===== config.mk =====
export PLATFORM = sky130hd
export DESIGN_NAME = esd_decoder
export DESIGN_NICKNAME = d
export VERILOG_FILES = /design/src/rtl/esd_pkg.sv /design/src/rtl/esd_trs_detect.sv /design/src/rtl/esd_flag_track.sv /design/src/rtl/esd_decoder.sv
export SDC_FILE = /design/constraint.sdc
export NUM_CORES = 1
export LEC_CHECK = 0
export BUFFER_PORTS_ARGS = -buffer_cell sky130_fd_sc_hd__buf_2
export CELL_PAD_IN_SITES_DETAIL_PLACEMENT = 1
export CELL_PAD_IN_SITES_GLOBAL_PLACEMENT = 1
export CORE_MARGIN = 4
export CORE_UTILIZATION = 41
export DETAILED_ROUTE_END_ITERATION = 6
export PLACE_DENSITY = 0.79
export SETUP_SLACK_MARGIN = 0.4
export SLEW_MARGIN = 20
export SYNTH_ARGS = -nofsm -noshare
export SYNTH_HDL_FRONTEND = slang
export SYNTH_HIERARCHICAL = 1
export SYNTH_SLANG_ARGS = --single-unit

===== constraint.sdc =====
create_clock -name clk -period 3.4 [get_ports clk]
set_clock_uncertainty 0.05 [all_clocks]
set_input_delay 0.17 -clock clk [delete_from_list [all_inputs] [get_ports clk]]
set_output_delay 0.17 -clock clk [all_outputs]
set_load 0.02 [all_outputs]

===== src/rtl/esd_pkg.sv =====
package esd_pkg;

  localparam int CODE_W = 8;
  localparam logic [CODE_W-1:0] CODE_HI = 8'hFF;
  localparam logic [CODE_W-1:0] CODE_LO = 8'h00;
  localparam int H_POS = 4;
  localparam int V_POS = 5;
  localparam int F_POS = 6;

  typedef enum logic [1:0] {
    TRS_IDLE,
    TRS_GOT_HI,
    TRS_GOT_Z1,
    TRS_GOT_Z2
  } trs_state_e;

  typedef struct packed {
    logic f;
    logic v;
    logic h;
  } tflags_t;

endpackage


===== src/rtl/esd_trs_detect.sv =====
module esd_trs_detect
  import esd_pkg::*;
(
  input  logic              clk,
  input  logic              rst_n,
  input  logic              smp_en,
  input  logic              clr,
  input  logic [CODE_W-1:0] code,
  output logic              xyz_stb,
  output logic              code_smp
);

  trs_state_e state_q, state_d;

  always_comb begin
    state_d  = state_q;
    xyz_stb  = 1'b0;
    code_smp = 1'b0;
    if (clr) begin
      state_d = TRS_IDLE;
    end else if (smp_en) begin
      if (state_q == TRS_GOT_Z2) begin
        xyz_stb  = 1'b1;
        code_smp = 1'b1;
        state_d  = TRS_IDLE;
      end else if (code == CODE_HI) begin
        code_smp = 1'b1;
        state_d  = TRS_GOT_HI;
      end else if (code == CODE_LO && state_q == TRS_GOT_HI) begin
        code_smp = 1'b1;
        state_d  = TRS_GOT_Z1;
      end else if (code == CODE_LO && state_q == TRS_GOT_Z1) begin
        code_smp = 1'b1;
        state_d  = TRS_GOT_Z2;
      end else begin
        state_d = TRS_IDLE;
      end
    end
  end

  always_ff @(posedge clk or negedge rst_n) begin
    if (!rst_n) state_q <= TRS_IDLE;
    else        state_q <= state_d;
  end

endmodule


===== src/rtl/esd_flag_track.sv =====
module esd_flag_track
  import esd_pkg::*;
(
  input  logic    clk,
  input  logic    rst_n,
  input  logic    clr,
  input  logic    xyz_stb,
  input  tflags_t xyz,
  input  logic    pix_cand,
  output tflags_t cur,
  output logic    pix_take,
  output logic    mark_sol,
  output logic    mark_sof,
  output logic    frm_open
);

  tflags_t flg_q, flg_d;
  logic    sol_pend_q, sol_pend_d;
  logic    sof_pend_q, sof_pend_d;

  assign cur      = flg_q;
  assign frm_open = ~flg_q.v;
  assign pix_take = pix_cand & ~flg_q.h & ~flg_q.v;
  assign mark_sol = pix_take & sol_pend_q;
  assign mark_sof = pix_take & sof_pend_q;

  always_comb begin
    flg_d      = flg_q;
    sol_pend_d = sol_pend_q;
    sof_pend_d = sof_pend_q;
    if (clr) begin
      flg_d.h    = 1'b1;
      flg_d.v    = 1'b1;
      sol_pend_d = 1'b0;
      sof_pend_d = 1'b0;
    end else if (xyz_stb) begin
      flg_d      = xyz;
      sol_pend_d = ~xyz.h;
      sof_pend_d = xyz.v ? 1'b0 : (flg_q.v | sof_pend_q);
    end else if (pix_take) begin
      sol_pend_d = 1'b0;
      sof_pend_d = 1'b0;
    end
  end

  always_ff @(posedge clk or negedge rst_n) begin
    if (!rst_n) begin
      flg_q      <= '{f: 1'b0, v: 1'b1, h: 1'b1};
      sol_pend_q <= 1'b0;
      sof_pend_q <= 1'b0;
    end else begin
      flg_q      <= flg_d;
      sol_pend_q <= sol_pend_d;
      sof_pend_q <= sof_pend_d;
    end
  end

endmodule


===== src/rtl/esd_decoder.sv =====
module esd_decoder
  import esd_pkg::*;
#(
  parameter int DATA_W = 10
) (
  input  logic              clk,
  input  logic              rst_n,
  input  logic [DATA_W-1:0] smp_in,
  input  logic              smp_vld,
  input  logic              lock,
  output logic [DATA_W-1:0] pix_data,
  output logic              pix_vld,
  output logic              pix_sol,
  output logic              pix_sof,
  output logic              fld,
  output logic              hblank,
  output logic              vblank,
  output logic              frm_abort
);

  localparam int CODE_LSB = DATA_W - CODE_W;

  logic [CODE_W-1:0] code;
  logic              smp_en, clr;
  logic              xyz_stb, code_smp;
  tflags_t           xyz, cur;
  logic              pix_take, mark_sol, mark_sof, frm_open;

  logic [DATA_W-1:0] pix_data_q;
  logic              pix_vld_q, sol_q, sof_q, abort_q;

  generate
    if (CODE_LSB > 0) begin : g_wide
      assign code = smp_in[DATA_W-1:CODE_LSB];
    end else begin : g_narrow
      assign code = smp_in[CODE_W-1:0];
    end
  endgenerate

  assign smp_en = smp_vld & lock;
  assign clr    = ~lock;
  assign xyz    = '{f: code[F_POS], v: code[V_POS], h: code[H_POS]};

  esd_trs_detect u_det (
    .clk      (clk),
    .rst_n    (rst_n),
    .smp_en   (smp_en),
    .clr      (clr),
    .code     (code),
    .xyz_stb  (xyz_stb),
    .code_smp (code_smp)
  );

  esd_flag_track u_flags (
    .clk      (clk),
    .rst_n    (rst_n),
    .clr      (clr),
    .xyz_stb  (xyz_stb),
    .xyz      (xyz),
    .pix_cand (smp_en & ~code_smp),
    .cur      (cur),
    .pix_take (pix_take),
    .mark_sol (mark_sol),
    .mark_sof (mark_sof),
    .frm_open (frm_open)
  );

  always_ff @(posedge clk or negedge rst_n) begin
    if (!rst_n) begin
      pix_vld_q <= 1'b0;
      sol_q     <= 1'b0;
      sof_q     <= 1'b0;
      abort_q   <= 1'b0;
    end else begin
      pix_vld_q <= pix_take;
      sol_q     <= mark_sol;
      sof_q     <= mark_sof;
      abort_q   <= clr & frm_open;
    end
  end

  always_ff @(posedge clk or negedge rst_n) begin
    if (!rst_n)        pix_data_q <= '0;
    else if (pix_take) pix_data_q <= smp_in;
  end

  assign pix_data  = pix_data_q;
  assign pix_vld   = pix_vld_q;
  assign pix_sol   = sol_q;
  assign pix_sof   = sof_q;
  assign frm_abort = abort_q;
  assign fld       = cur.f;
  assign hblank    = cur.h;
  assign vblank    = cur.v;

endmodule


# ---- Yosys cells after proc, flatten, opt, wreduce, memory -nomap -nowiden
# Index checks and enable logic that the tools add are counted.
dict set report totals {
  input_bits 14
  reg_bits 21
  out_inout_bits 17
}
dict set report op_classes {
  eq_ne 7
  muxes 23
  n_reduce_logical 4
  bitwise 13
}
# operator count
set ops {}
lappend ops {{2-to-1 mux 2 bit} 8}
lappend ops {{2-to-1 mux 1 bit} 15}
lappend ops {{== test 8 bit, second input constant} 1}
lappend ops {{logical NOT 8 bit} 1}
lappend ops {{AND 1 bit} 7}
lappend ops {{NOT 1 bit} 5}
lappend ops {{== test 2 bit, second input constant} 2}
lappend ops {{inequality test 2 x 1 -> 1 bit, second input constant} 2}
lappend ops {{inequality test 3 x 1 -> 1 bit, second input constant} 1}
lappend ops {{== test 2 x 1 -> 1 bit, second input constant} 1}
lappend ops {{logical AND 1 bit} 2}
lappend ops {{AND reduction 2 bit} 1}
lappend ops {{OR 1 bit} 1}

# ---- Logic depth before layout (Yosys ltp)
# Gate-level depths: netlist of the first run.
dict set report depth {
  depth_word 15
  mapped_depth 8
}

# ---- Hierarchy
# Netlist of the first run, hierarchy kept.
# mod seq_area_each_um2 n_inst area_per_inst_um2 cells_each
set by_module_without_submodules {}
lappend by_module_without_submodules {esd_decoder 350.3 1 536.8 29}
lappend by_module_without_submodules {esd_flag_track 127.6 1 245.2 21}
lappend by_module_without_submodules {esd_trs_detect 50.0 1 173.9 23}

# ---- Worst setup path after synthesis of the first run
# Ideal clock, no wire load.
dict set report synth_timing {
  kind {input -> register}
  start {input smp_in[9]}
  end {register pix_data_q[0] (netlist: pix_data[0])}
  setup_slack_ps 1358
  setup_ps 125
  path_stages 8
  required_time_ps 3225
  arrival_ps 1867
  cell_sequence {or4_1 > nor2_1 > nor2_1 > a211oi_1 > and3b_1 > nor3b_2 > buf_6 > mux2_4}
}
dict set report synth_between {
  elab_chain_cells 12
}
# item line_no
set synth_lines {}
lappend synth_lines {{from (decl)} esd_decoder.sv:8} ;# input logic [DATA_W-1:0] smp_in,
lappend synth_lines {{logical NOT 8 bit} {esd_trs_detect.sv:29, esd_trs_detect.sv:32}}
lappend synth_lines {{logical AND 1 bit} esd_trs_detect.sv:32} ;# end else if (code == CODE_LO && state_q == TRS_GOT_Z1) begin
lappend synth_lines {{2-to-1 mux 1 bit} esd_trs_detect.sv:32}
lappend synth_lines {{2-to-1 mux 1 bit} esd_trs_detect.sv:29} ;# end else if (code == CODE_LO && state_q == TRS_GOT_HI) begin
lappend synth_lines {{2-to-1 mux 1 bit *} esd_trs_detect.sv:26} ;# end else if (code == CODE_HI) begin
lappend synth_lines {{2-to-1 mux 1 bit *} esd_trs_detect.sv:22} ;# if (state_q == TRS_GOT_Z2) begin
lappend synth_lines {{2-to-1 mux 1 bit *} esd_trs_detect.sv:21} ;# end else if (smp_en) begin
lappend synth_lines {{2-to-1 mux 1 bit *} esd_trs_detect.sv:19} ;# if (clr) begin
lappend synth_lines {{named net code_smp} esd_decoder.sv:25} ;# logic xyz_stb, code_smp;
lappend synth_lines {{NOT 1 bit *} esd_decoder.sv:60} ;# .pix_cand (smp_en & ~code_smp),
lappend synth_lines {{AND 1 bit *} esd_decoder.sv:60}
lappend synth_lines {{AND 1 bit * (2 in series)} esd_flag_track.sv:23} ;# assign pix_take = pix_cand & ~flg_q.h & ~flg_q.v;
lappend synth_lines {{named net pix_take} esd_decoder.sv:27} ;# logic pix_take, mark_sol, mark_sof, frm_open;
lappend synth_lines {{to (signal assigned)} esd_decoder.sv:84} ;# else if (pix_take) pix_data_q <= smp_in;
lappend synth_lines {{to (decl)} esd_decoder.sv:29} ;# logic [DATA_W-1:0] pix_data_q;
# Mark *: on every way through the listed nets, which the timed path passes. The rest lies on a longest branch.
# A chain may end at the register's enable or synchronous reset.

# ---- Worst setup path after layout of the first run
dict set report layout_timing {
  start {input lock}
  end {register pix_data_q[2] (netlist: pix_data[2])}
}
dict set report layout_between {
  elab_chain_cells 7
}
# item line_no
set layout_lines {}
lappend layout_lines {{from (decl)} esd_decoder.sv:10} ;# input logic lock,
lappend layout_lines {{AND 1 bit} esd_decoder.sv:40} ;# assign smp_en = smp_vld & lock;
lappend layout_lines {{named net smp_en} esd_decoder.sv:24} ;# logic smp_en, clr;
lappend layout_lines {{2-to-1 mux 1 bit} esd_trs_detect.sv:21}
lappend layout_lines {{2-to-1 mux 1 bit} esd_trs_detect.sv:19}
lappend layout_lines {{named net code_smp} esd_decoder.sv:25}
lappend layout_lines {{NOT 1 bit} esd_decoder.sv:60}
lappend layout_lines {{AND 1 bit} esd_decoder.sv:60}
lappend layout_lines {{AND 1 bit (2 in series)} esd_flag_track.sv:23}
lappend layout_lines {{named net pix_take} esd_decoder.sv:27}
# The timed path passes the listed nets, and every way through them passes these cells.

==> flow_metrics.tcl, run 1 <==
set metrics [dict create \
    outcome "completed" \
    synth_cell_type_count 29 \
    r2r_start "u_det/state_q[0]" \
    finalCritPeriodShare_pct 60.71 \
    dp_cells 131 \
    antenna_found_initial 0 \
    dr.pass1.iters 5 \
    rows 17 \
    chipHeight_microns 56.29 \
    async_flop_share_pct 100.0 \
    drcViolationCount 0 \
    cts_tree "yes" \
    crit_slowest_cell "dlygate4sd3_1" \
    slew_headroom_pct 69.63 \
    placed_cell_area_sq_um 1137 \
    final.setup.tns_ps 0 \
    tightestPinTransition_ps 455.5 \
    ant_nets 0 \
    setup_violations 0 \
    cts.sink_count 21 \
    final_util_pct 53.51 \
    endpoint_kind "flip-flop" \
    nets 124 \
    cp_cell_sequence "dlygate4sd3_1 > buf_2 > and2_1 > nand2b_1 > a211oi_1 > and3b_1 > nor3b_2 > buf_4 > mux2_4" \
    wl_mm 2.083 \
    ios 31 \
    synth_sequential_area_ratio_pct 55.24 \
    netlist_top_cells_count "dfrtp_1 (19), mux2_4 (10), nor2_1 (5)" \
    drive_gt1_share_pct 45.87 \
    port_buffers 30 \
    path_clk_slew_ps 120 \
    grt_pass1_vias 768 \
    place.gp.congestion 0.7457 \
    syn_inst 73 \
    start_kind "input pin" \
    grt_pass1_wl_mm 3.739 \
    ys_ff_latch 21 \
    wl_per_cell_microns 15.20 \
    gr-total-overflow 0 \
    yosysMostFrequentCell "dfrtp_1" \
    fin_crit_ps 2064 \
    peakVddDrop_v 0.0002509 \
    yosysTopAreaCell "dfrtp_1" \
    crit_arrival_ps 2190 \
    cts_buffers 3 \
    startpoint "lock" \
    antenna_cells 0 \
    hold_viol_final 0 \
    worstPathMaxFanout 15 \
    cts_root_buf "clkbuf_4" \
    layout_setup_ws_ps 1336 \
    postCtsSetupRepairBufs 0 \
    die_w_microns 56.29 \
    vias 700 \
    syn-cell-area_sq_um 955.9 \
    power_density_nw_per_um2 356.8 \
    p_total_mw 0.4223 \
    p_leak_nw 0.5886 \
    hold_start "smp_in[1]" \
    htree_levels 1 \
    ys.flop_type "dfrtp_1" \
    fillers 244 \
    insertion_delay_ps 300 \
    areaGrowthSynthToFinish_pct 23.82 \
    dieArea_sq_um 3168 \
    rsz0062_at_grt "false" \
    synth.top_cell.area_share_pct 49.74 \
    grt_max_degree 22 \
    grt_usage_pct 14.77 \
    syn_nets 87 \
    dpl_worst_slack_ps 1104 \
    holdWs_ps 41.73 \
    synth_warnings 6 \
    max_stage_delay_ps 520 \
    vias_per_cell 5.109 \
    drv_cap 0 \
    fmax_ghz 0.4845 \
    drt_iter0_markers 4 \
    hpwl_mm 1.638 \
    start_util_pct 43.21 \
    final_cells 137 \
    clk_path_buf_depth 2 \
    hold_path_class "input pin to flip-flop" \
    stdcell_area_sq_um 1184 \
    synth_edf_count 0 \
    report.final.slew_viol_count 0 \
    core_area_sq_um 2212 \
    avgSynthCellArea_sq_um 13.09 \
    critPathRequiredTime_ps 3530 \
    synth_area_leaders "dfrtp_1 (50%), mux2_4 (16%), dfstp_2 (5.5%)" \
    crit_type "input pin to flip-flop" \
]
## report_power, final
| group | leakage [nW] | switching, mW | total [mW] | internal, mW |
|---|---|---|---|---|
| clock | 0.0150 | 0.0716 | 0.117 | 0.0456 |
| combinational | 0.293 | 0.0255 | 0.0459 | 0.0205 |
| sequential | 0.281 | 0.00371 | 0.259 | 0.255 |
| total | 0.589 | 0.101 | 0.422 | 0.322 |
## path summary, 6_finish.rpt
check                                 endpoint  slack [ps]  depth (start not counted)
worst max-delay path               pix_data[2]        1340                          9
worst max register to register     pix_data[2]        1570                          6
worst min-delay path               pix_data[1]          40                          2
worst min register to register     pix_data[9]         470                          1
max in group asynchronous       u_flags/cur[0]        2650                          2
min in group asynchronous          pix_data[6]         290                          2
## critical path, delay by kind of cell
family                 cells  cell delay [ps]
multiplexers               1              320
buffers and inverters      3              850
AND/OR/NAND/NOR            4              690
AO/OA/AOI/OAI              1              160
## placed cells by master, fill, tap and decap left out, drive strengths merged, types with 2 or more instances in the layout
cell,n
nor2,6
mux2,11
nand2,3
clkbuf,4
inv,4
dlygate4sd3,2
or3b,2
nand4,2
dfstp,2
and2,3
nor3b,2
dfrtp,19
or4,2
o21ai,2
nand2b,2
buf,31
## timing repair
item | CTS | global route
hold endpoints to repair | 19 | 1
hold buffers | 1 | 1
resized for setup | 0 | 0
## registers in the layout, indices dropped and copies added (netlist names)
| name | count |
|---|---|
| pix_data | 10 |
| u_det/state_q | 2 |
| pix_vld | 1 |
| frm_abort | 1 |
| u_flags/sol_pend_q | 1 |
| pix_sof | 1 |
| u_flags/sof_pend_q | 1 |
| u_flags/cur | 3 |
| pix_sol | 1 |
## per-layer routing
| metal | wire, microns | GRT usage (%) |
|---|---|---|
| met1 | 971 | 19.74 |
| met2 | 1044 | 25.38 |
| met3 | 67 | 2.759 |
| met4 | 0 | 2.034 |
| met5 | 0 | 0 |
## kinds of logic (layout without fill, tap and decap cells)
family                 after synthesis  in the layout  share of synthesized area, %
and+or+nand+nor                     27             27                         17.28
DFF                                 21             21                         55.24
muxes                               12             12                         17.93
AOI/OAI and AO/OA                    8              8                         6.807
buffers and inverters                5             41                         2.748
## area by class of cell
class	instances	area (sq um)	share of cell area (%)
Sequential cell	21	528.0	44.61
Tap cell	28	35.03	2.960
Clock buffer	4	26.28	2.220
Timing Repair Buffer	33	177.7	15.01
Inverter	4	15.01	1.268
Multi-Input combinational cell	47	401.6	33.93
No activity file was read; power rests on OpenSTA's default activity.
==> inputs of run 2 (changes only) <==
CORE_UTILIZATION = 34   (was 41)
PLACE_DENSITY = 0.7   (was 0.79)
clock period = 1.7 ns   (was 3.4 ns; I/O delays follow)
==> flow_metrics.tcl, run 2 (synthesized netlist as in run 1, its figures left out) <==
set metrics [dict create \
    rows 18 \
    insertion_delay_ps 300 \
    outcome "complete, but fails checks" \
    crit_slowest_cell "dfrtp_1" \
    drive_gt1_share_pct 56.15 \
    die_w_microns 61.03 \
    p_leak_nw 0.7238 \
    crit_type "flip-flop to flip-flop" \
    port_buffers 30 \
    tightestPinTransition_ps 467.6 \
    drcViolationCount 0 \
    startpoint "u_det/state_q[0]" \
    critPathRequiredTime_ps 1840 \
    core_area_sq_um 2567 \
    dr.pass1.iters 3 \
    endpoint_kind "flip-flop" \
    holdPathStages 3 \
    critPathTopFamily "simple AND/OR/NAND/NOR gates" \
    dieArea_sq_um 3724 \
    path_clk_slew_ps 120 \
    final.setup.tns_ps -1284 \
    wl_mm 2.675 \
    largest_register_ffs 10 \
    fmax_ghz 0.5490 \
    rr_endpoint "pix_data[2]" \
    vias 806 \
    path_buf_inv 1 \
    power_density_nw_per_um2 614.5 \
    start_util_pct 37.23 \
    worst-r2r-cell-count 6 \
    max_stage_delay_ps 440 \
    ant_nets 0 \
    r2r_start "u_det/state_q[0]" \
    vias_per_cell 5.038 \
    hold_path_class "input pin to flip-flop" \
    worstPathMaxFanout 11 \
    antenna_found_initial 0 \
    drt_iter0_markers 6 \
    worst_hold_path.endpoint "u_flags/sol_pend_q" \
    place.gp.congestion 0.6993 \
    grt_max_degree 22 \
    placed_cell_area_sq_um 1221 \
    antenna_cells 0 \
    r2r_slack_ps -120 \
    start_kind "flip-flop" \
    slew_headroom_pct 68.83 \
    violations "setup timing" \
    finalCritPeriodShare_pct 107.2 \
    nets 145 \
    cts.sink_count 21 \
    htree_levels 1 \
    stdcell_area_sq_um 1438 \
    grt_pass1_vias 900 \
    setup_violations 14 \
    chipHeight_microns 61.03 \
    ios 31 \
    hold_start "smp_in[6]" \
    rsz0062_at_grt "true" \
    wl_per_cell_microns 16.72 \
    crit_arrival_ps 1970 \
    grt_pass1_wl_mm 4.519 \
    clk_path_buf_depth 2 \
    cts_tree "yes" \
    fin_crit_ps 1822 \
    layout_commonest_cell "buf_2" \
    final_cell_mix "buf_2 (30), dfrtp_1 (19), buf_4 (13)" \
    cts_buffers 3 \
    hpwl_mm 1.736 \
    peakVddDrop_v 0.0004806 \
    layout_setup_ws_ps -121.6 \
    cts_root_buf "clkbuf_4" \
    areaGrowthSynthToFinish_pct 50.39 \
    cp_cell_sequence "nor3_2 > a211oi_2 > and3b_1 > nor3b_4 > buf_12 > mux2_4" \
    report.final.slew_viol_count 0 \
    drv_cap 0 \
    gr-total-overflow 0 \
    hold_viol_final 0 \
    grt_usage_pct 16.77 \
]
==> run 2: area by class of cell <==
class / instances / area, sq um
Clock buffer: 3 / 22.52
Clock inverter: 1 / 5.005
Fill cell: 295 / 1130
Inverter: 4 / 15.01
Multi-Input combinational cell: 47 / 461.7
Sequential cell: 21 / 528.0
Tap cell: 30 / 37.54
Timing Repair Buffer: 54 / 367.9
==> run 2: how the worst max path moves through the flow <==
stage,end,cells after the start,slack (ps)
2_1_floorplan,pix_data[0],8,-220
3_3_place_gp,pix_data[8],8,-310
3_5_place_dp,pix_data[2],8,-360
4_1_cts,pix_data[2],9,-70
5_1_grt,pix_data[0],6,-160
6_report,pix_data[2],6,-120
==> run 2: through the flow <==
stage | hold slack, ps | setup WS (ps) | instances | power, mW | util (%)
after floorplan | -260.6 | -221.7 | 73 | 0.5684 | -
after global placement | 11.26 | -310.5 | 143 | 0.6271 | 47.56
after detailed placement | 17.39 | -357.4 | 143 | 0.6306 | 47.56
after CTS | 4.070 | -68.01 | 159 | 0.8940 | 55.12
after global routing | 48.03 | -162.8 | 160 | 0.9353 | 55.99
final | 64.44 | -121.6 | 160 | 0.8834 | 55.99
==> run 2: per-layer routing <==
metal | wire length [microns] | global-route usage (%)
met1 | 1095 | 19.13
met3 | 114 | 3.774
met4 | 49 | 4.954
met5 | 0 | 0
met2 | 1416 | 30.97
==> run 2: worst min-delay path, cell delays in order <==
cell and delay, ps:
buf_2 130, buf_4 130, o22ai_2 50
==> run 2: what timing repair did <==
action,CTS,global route
gates resized for setup,10,2
endpoints found under the setup margin,17,18
pin swaps,2,3
hold endpoints to repair,27,2
hold buffers,9,1
buffers inserted,3,0
==> run 2: where the power goes <==
group          total (mW)  leakage (nW)  internal, mW  switching [mW]
registers           0.519         0.281         0.511         0.00761
logic               0.128         0.425        0.0662          0.0622
clock network       0.236        0.0177        0.0877           0.149
total               0.883         0.724         0.665           0.219
